File: config.mk
export PLATFORM = sky130hd
export DESIGN_NAME = rs73_pair_encoder
export DESIGN_NICKNAME = d
export VERILOG_FILES = /design/src/rtl/rs73_pkg.sv /design/src/rtl/rs73_msg_map.sv /design/src/rtl/rs73_lfsr_enc.sv /design/src/rtl/rs73_nibble_pack.sv /design/src/rtl/rs73_pair_serializer.sv /design/src/rtl/rs73_pair_encoder.sv
export SDC_FILE = /design/constraint.sdc
export NUM_CORES = 1
export LEC_CHECK = 0
export BUFFER_PORTS_ARGS = -buffer_cell sky130_fd_sc_hd__buf_2
export CORE_MARGIN = 2
export CORE_UTILIZATION = 35
export DETAILED_ROUTE_END_ITERATION = 10
export SETUP_SLACK_MARGIN = 0.3
export SLEW_MARGIN = 15
export SYNTH_ARGS = -nofsm -noshare
export SYNTH_HDL_FRONTEND = slang
export SYNTH_SLANG_ARGS = --single-unit
export TNS_END_PERCENT = 100
File: constraint.sdc
create_clock -name clk -period 4 [get_ports clk]
set_input_delay 0.4 -clock clk [delete_from_list [all_inputs] [get_ports clk]]
set_output_delay 0.4 -clock clk [all_outputs]
set_load 0.02 [all_outputs]
File: src/rtl/rs73_pkg.sv
package rs73_pkg;

    localparam int SYM_W = 3;
    localparam logic [SYM_W:0] PRIM_POLY = 4'b1011;
    localparam int FIELD_ORDER = (1 << SYM_W) - 1;
    localparam int MAX_PAR = 7;

    typedef logic [SYM_W-1:0] sym_t;
    typedef sym_t [MAX_PAR:0] gpoly_t;

    // Shift-and-add multiply; with one constant operand it reduces to XORs
    function automatic sym_t gf_mul(sym_t a, sym_t b);
        sym_t acc;
        sym_t x;
        acc = '0;
        x   = a;
        for (int i = 0; i < SYM_W; i++) begin
            if (b[i]) acc = acc ^ x;
            if (x[SYM_W-1]) x = {x[SYM_W-2:0], 1'b0} ^ PRIM_POLY[SYM_W-1:0];
            else            x = {x[SYM_W-2:0], 1'b0};
        end
        return acc;
    endfunction

    function automatic sym_t gf_alpha_pow(int e);
        sym_t r;
        r = sym_t'(1);
        for (int i = 0; i < e; i++) r = gf_mul(r, sym_t'(2));
        return r;
    endfunction

    // Product of (X + alpha^r) for r = 1..par, coefficient j at index j
    function automatic gpoly_t gen_poly(int par);
        gpoly_t g;
        sym_t   root;
        g    = '0;
        g[0] = sym_t'(1);
        for (int r = 1; r <= par; r++) begin
            root = gf_alpha_pow(r);
            for (int j = MAX_PAR; j >= 1; j--) g[j] = g[j-1] ^ gf_mul(root, g[j]);
            g[0] = gf_mul(root, g[0]);
        end
        return g;
    endfunction

endpackage

File: src/rtl/rs73_msg_map.sv
module rs73_msg_map
    import rs73_pkg::*;
#(
    parameter int DATA_W = 8,
    parameter int K_SYM  = 3
) (
    input  logic [DATA_W-1:0]      data_in,
    output logic [K_SYM*SYM_W-1:0] msg_out
);
    localparam int MSG_W = K_SYM * SYM_W;
    localparam int PAD_B = MSG_W - DATA_W;

    // Zero filler on top: the highest message symbol carries it
    generate
        if (PAD_B > 0) begin : g_pad
            assign msg_out = {{PAD_B{1'b0}}, data_in};
        end else begin : g_nopad
            assign msg_out = data_in[MSG_W-1:0];
        end
    endgenerate
endmodule

File: src/rtl/rs73_lfsr_enc.sv
module rs73_lfsr_enc
    import rs73_pkg::*;
#(
    parameter int K_SYM   = 3,
    parameter int PAR_SYM = 4
) (
    input  logic [K_SYM*SYM_W-1:0]   msg_in,
    output logic [PAR_SYM*SYM_W-1:0] parity_out
);
    localparam gpoly_t GEN = gen_poly(PAR_SYM);

    // rem[s] is the division register after s message symbols
    sym_t rem [0:K_SYM][0:PAR_SYM-1];

    generate
        for (genvar j = 0; j < PAR_SYM; j++) begin : g_init
            assign rem[0][j] = '0;
        end
        for (genvar s = 0; s < K_SYM; s++) begin : g_step
            sym_t msym_d;
            sym_t fb_d;
            assign msym_d = msg_in[(K_SYM-1-s)*SYM_W +: SYM_W];
            assign fb_d   = msym_d ^ rem[s][PAR_SYM-1];
            assign rem[s+1][0] = gf_mul(GEN[0], fb_d);
            for (genvar j = 1; j < PAR_SYM; j++) begin : g_tap
                assign rem[s+1][j] = rem[s][j-1] ^ gf_mul(GEN[j], fb_d);
            end
        end
        for (genvar j = 0; j < PAR_SYM; j++) begin : g_out
            assign parity_out[j*SYM_W +: SYM_W] = rem[K_SYM][j];
        end
    endgenerate
endmodule

File: src/rtl/rs73_nibble_pack.sv
module rs73_nibble_pack
    import rs73_pkg::*;
#(
    parameter int N_SYM  = 7,
    parameter int HALF_W = 32
) (
    input  logic [N_SYM*SYM_W-1:0] cw_in,
    output logic [HALF_W-1:0]      half_out
);
    localparam int NIB_W = SYM_W + 1;
    localparam int PAD_W = HALF_W - N_SYM * NIB_W;

    generate
        for (genvar i = 0; i < N_SYM; i++) begin : g_nib
            assign half_out[i*NIB_W +: NIB_W] =
                {{(NIB_W-SYM_W){1'b0}}, cw_in[i*SYM_W +: SYM_W]};
        end
        if (PAD_W > 0) begin : g_pad
            assign half_out[HALF_W-1 -: PAD_W] = '0;
        end
    endgenerate
endmodule

File: src/rtl/rs73_pair_serializer.sv
module rs73_pair_serializer #(
    parameter int FRAME_W = 64,
    parameter int PAIR_W  = 2
) (
    input  logic               clk,
    input  logic               rst_n,
    input  logic               load_valid,
    output logic               load_ready,
    input  logic [FRAME_W-1:0] load_frame,
    output logic               out_valid,
    input  logic               out_ready,
    output logic [PAIR_W-1:0]  out_pair
);
    localparam int NUM_PAIRS = FRAME_W / PAIR_W;
    localparam int CNT_W     = $clog2(NUM_PAIRS);
    localparam logic [CNT_W-1:0] LAST_IDX = CNT_W'(NUM_PAIRS - 1);

    typedef struct packed {
        logic               busy;
        logic [CNT_W-1:0]   cnt;
        logic [FRAME_W-1:0] shreg;
    } ser_state_t;

    ser_state_t st_d, st_q;

    always_comb begin
        st_d = st_q;
        if (!st_q.busy) begin
            if (load_valid) begin
                st_d.busy  = 1'b1;
                st_d.cnt   = '0;
                st_d.shreg = load_frame;
            end
        end else if (out_ready) begin
            st_d.shreg = st_q.shreg << PAIR_W;
            st_d.cnt   = st_q.cnt + 1'b1;
            if (st_q.cnt == LAST_IDX) st_d.busy = 1'b0;
        end
    end

    always_ff @(posedge clk or negedge rst_n) begin
        if (!rst_n) st_q <= '0;
        else        st_q <= st_d;
    end

    assign load_ready = !st_q.busy;
    assign out_valid  = st_q.busy;
    assign out_pair   = st_q.shreg[FRAME_W-1 -: PAIR_W];

    AST_STALL_HOLDS: assert property (@(posedge clk) disable iff (!rst_n)
        out_valid && !out_ready |=> out_valid && $stable(out_pair));
    AST_LOAD_BLOCKS: assert property (@(posedge clk) disable iff (!rst_n)
        load_valid && load_ready |=> out_valid && !load_ready);
    AST_FRAME_CLOSES: assert property (@(posedge clk) disable iff (!rst_n)
        out_valid && out_ready && (st_q.cnt == LAST_IDX) |=> !out_valid && load_ready);
    AST_FRAME_CONTINUES: assert property (@(posedge clk) disable iff (!rst_n)
        out_valid && out_ready && (st_q.cnt != LAST_IDX) |=> out_valid);
endmodule

File: src/rtl/rs73_pair_encoder.sv
module rs73_pair_encoder
    import rs73_pkg::*;
#(
    parameter int DATA_W = 8,
    parameter int LANES  = 2,
    parameter int N_SYM  = 7,
    parameter int K_SYM  = 3,
    parameter int HALF_W = 32,
    parameter int PAIR_W = 2
) (
    input  logic                    clk,
    input  logic                    rst_n,
    input  logic                    in_valid,
    output logic                    in_ready,
    input  logic [LANES*DATA_W-1:0] in_word,
    output logic                    out_valid,
    input  logic                    out_ready,
    output logic [PAIR_W-1:0]       out_pair
);
    localparam int PAR_SYM = N_SYM - K_SYM;
    localparam int MSG_W   = K_SYM * SYM_W;
    localparam int PAR_W   = PAR_SYM * SYM_W;
    localparam int CW_W    = N_SYM * SYM_W;
    localparam int FRAME_W = LANES * HALF_W;

    logic [FRAME_W-1:0] frame_d;

    generate
        for (genvar l = 0; l < LANES; l++) begin : g_lane
            logic [MSG_W-1:0] msg_d;
            logic [PAR_W-1:0] par_d;
            logic [CW_W-1:0]  cw_d;
            logic             roots_clear;

            rs73_msg_map #(.DATA_W(DATA_W), .K_SYM(K_SYM)) u_map (
                .data_in (in_word[l*DATA_W +: DATA_W]),
                .msg_out (msg_d)
            );
            rs73_lfsr_enc #(.K_SYM(K_SYM), .PAR_SYM(PAR_SYM)) u_enc (
                .msg_in     (msg_d),
                .parity_out (par_d)
            );
            assign cw_d = {msg_d, par_d};
            rs73_nibble_pack #(.N_SYM(N_SYM), .HALF_W(HALF_W)) u_pack (
                .cw_in    (cw_d),
                .half_out (frame_d[l*HALF_W +: HALF_W])
            );

            // Evaluation at the generator roots, independent of the division path
            always_comb begin
                sym_t acc;
                roots_clear = 1'b1;
                for (int j = 1; j <= PAR_SYM; j++) begin
                    acc = '0;
                    for (int i = 0; i < N_SYM; i++) begin
                        acc = acc ^ gf_mul(cw_d[i*SYM_W +: SYM_W],
                                           gf_alpha_pow((i * j) % FIELD_ORDER));
                    end
                    if (acc != '0) roots_clear = 1'b0;
                end
            end

            AST_CODEWORD_ROOTS: assert property (@(posedge clk) disable iff (!rst_n)
                in_valid |-> roots_clear);
        end
    endgenerate

    rs73_pair_serializer #(.FRAME_W(FRAME_W), .PAIR_W(PAIR_W)) u_ser (
        .clk        (clk),
        .rst_n      (rst_n),
        .load_valid (in_valid),
        .load_ready (in_ready),
        .load_frame (frame_d),
        .out_valid  (out_valid),
        .out_ready  (out_ready),
        .out_pair   (out_pair)
    );

    AST_RESET_IDLE: assert property (@(posedge clk) disable iff (!rst_n)
        $rose(rst_n) |-> in_ready && !out_valid);
endmodule

==> impl_metrics.tcl <==
set metrics [dict create \
    crit_type "reg2reg" \
    io_pins 24 \
    synth_cell_types 33 \
    holdBufCountCts 0 \
    p_per_area_nw_per_um2 494 \
    crit_required_ns 4.25 \
    wl_um 6450 \
    die_area_um2 10100 \
    grt_use_total_pct 14.3 \
    grt_pass1_wl_um 11300 \
    min_period_ns 2.25 \
    outcome "finished clean" \
    nNetsFinal 324 \
    skew_ns 0.00949 \
    first_global_vias 2196 \
    synthFlopType "dfrtp_1" \
    grt_max_degree 65 \
    syn-instance-count 285 \
    cts_root_buf "clkbuf_8" \
    numCtsBuffers 9 \
    rsz0062_at_grt "false" \
    path_clk_slew_ns 0.09 \
    fin_util_pct 40.7 \
    cp_cell_sequence "nor2b_1 > buf_4 > nor2_4 > buf_4 > o21ai_0 > o21ai_0" \
    die_w_um 101 \
    wire_per_inst_um 15.4 \
    finalPower_w 0.00184 \
    cp.arrival_ns 2.50 \
    io_buffers 23 \
    ys_seq_elements 70 \
    fin_crit_sh_pct 56.2 \
    start_util_pct 35.7 \
    cp_slowest_cell "nor2_4" \
    cts_tree "built" \
    ys_seq_area_share_pct 53.7 \
    ir_drop_mv 0.205 \
    rows 35 \
    hold_violations 0 \
    post_cts_buffers 0 \
    gp_congestion 0.778 \
    via_count 2140 \
    maxCapViolations 0 \
    netlist_area_um2 3260 \
    worst_pin_slew_ns 0.872 \
    startpoint_type "flip-flop" \
    syn_nets 307 \
    synth_edf_count 0 \
    cellLeakagePower_nw 1.83 \
    area_growth_pct 14.2 \
    fin_setup_tns_ns 0 \
    drt_iter0_markers 102 \
    drcViolationCount 0 \
    gr-total-overflow 0 \
    cp_max_fo 40 \
    finalSetupViolations 0 \
    ant_nets 0 \
    cts-htree-levels 3 \
    hp-class "in2async" \
    fmax_mhz 444 \
    report.final.slew_viol_count 0 \
    dr.pass1.iters 4 \
    cp_slowest_stage_delay_ns 0.71 \
    cts_resized 0 \
    cpLargestDelayFamily "simple AND/OR/NAND/NOR gates" \
    dpl.hpwl_um 4160 \
    synthArstFlopShare_pct 100 \
    clk_latency_ns 0.34 \
    antenna_cells 0 \
    via_per_inst 5.12 \
    worst_setup_path_end_kind "flip-flop" \
    coreArea_um2 9150 \
    drive_gt1_share_pct 16.6 \
    clk_path_buf_depth 2 \
    synth_area_per_cell_um2 11.5 \
    antenna_found_initial 0 \
    path_buf_inv 2 \
    yosysWarnings 0 \
    die_y_um 101 \
    slew_headroom_pct 41.7 \
    clock_sinks 70 \
]
layer usage:
metal / wire (µm) / track usage, %
met1: 3140 / 19.8
met2: 3130 / 22.2
met3: 111 / 2.70
met4: 75 / 6.01
met5: 0 / 0
cells in the mapped netlist, types with 2 or more instances:
cell type | instances | area (µm²)
ha_1 | 2 | 25.0
clkbuf_1 | 9 | 33.8
xor2_1 | 18 | 158
a22o_1 | 27 | 236
dfrtp_1 | 70 | 1750
xnor2_1 | 14 | 123
buf_2 | 8 | 40.0
nand2_1 | 49 | 184
buf_4 | 2 | 15.0
xnor2_2 | 3 | 48.8
xnor3_1 | 5 | 113
a22oi_1 | 33 | 248
mux2i_1 | 3 | 30.0
o21ai_0 | 18 | 90.1
nor2_1 | 6 | 22.5
cells by family after synthesis:
kind of cell / share of synthesized area [%]
fa+ha+maj: 0.766
flops: 53.7
mux: 1.26
xor+xnor: 14.8
buf+inv: 3.10
simple gates: 7.24
compound gates: 19.2
through the flow:
step | hold WS [ns] | instances | area (µm²) | worst slack, ns
2_1_floorplan | 0.104 | 285 | 3260 | 2.54
3_3_place_gp | 0.425 | 402 | 3460 | 1.71
3_5_place_dp | 0.428 | 402 | 3460 | 1.69
4_1_cts | 0.0484 | 418 | 3730 | 1.76
5_1_grt | 0.0710 | 418 | 3730 | 1.52
6_report | 0.0467 | 418 | 3730 | 1.75
cell usage in the layout (no fill, tap or decap), types with 2 or more instances in the layout:
master	count
a22o_1	27
a22oi_1	33
buf_2	23
buf_4	4
bufinv_16	4
clkbuf_8	9
dfrtp_1	70
ha_1	2
mux2i_1	3
nand2_1	49
nor2_1	5
o21ai_0	18
xnor2_1	14
xnor2_2	3
xnor3_1	5
xor2_1	18
path summary, 6_finish.rpt:
path / startpoint / end / slack, ns / cells after the start
setup / recovery: u_ser.out_valid / u_ser.st_q[66] / 1.75 / 6
hold / removal: rst_n / u_ser.st_q[46] / 0.05 / 1
setup reg to reg: u_ser.out_valid / u_ser.st_q[66] / 1.75 / 6
hold reg to reg: u_ser.st_q[54] / u_ser.st_q[54] / 0.48 / 2
max in group asynchronous: rst_n / u_ser.st_q[61] / 2.97 / 2
min in group clk: in_word[5] / u_ser.st_q[22] / 0.34 / 3
worst reg2reg max path: stages (launching register included):
cell	delay (ns)
dfrtp_1	0.51
nor2b_1	0.08
buf_4	0.23
nor2_4	0.71
buf_4	0.40
o21ai_0	0.15
o21ai_0	0.10
area by class of cell:
class,instances,area [µm²]
Fill cell,868,5420
Sequential cell,70,1750
Multi-Input combinational cell,193,1420
Clock inverter,7,145
Timing Repair Buffer,27,145
Tap cell,111,139
Clock buffer,9,124
Inverter,1,3.75
registers in the layout, summed over array words and instances, names as in the netlist:
signal           count
u_ser.st_q          67
u_ser.out_pair       2
u_ser.out_valid      1
power by group:
group | leakage, nW | switching (W) | internal, W
Sequential | 0.958 | 0.0000454 | 0.000780
Combinational | 0.739 | 0.000140 | 0.000122
Clock | 0.130 | 0.000277 | 0.000480
Total | 1.83 | 0.000462 | 0.00138
Power figures use the tool's default switching activity.
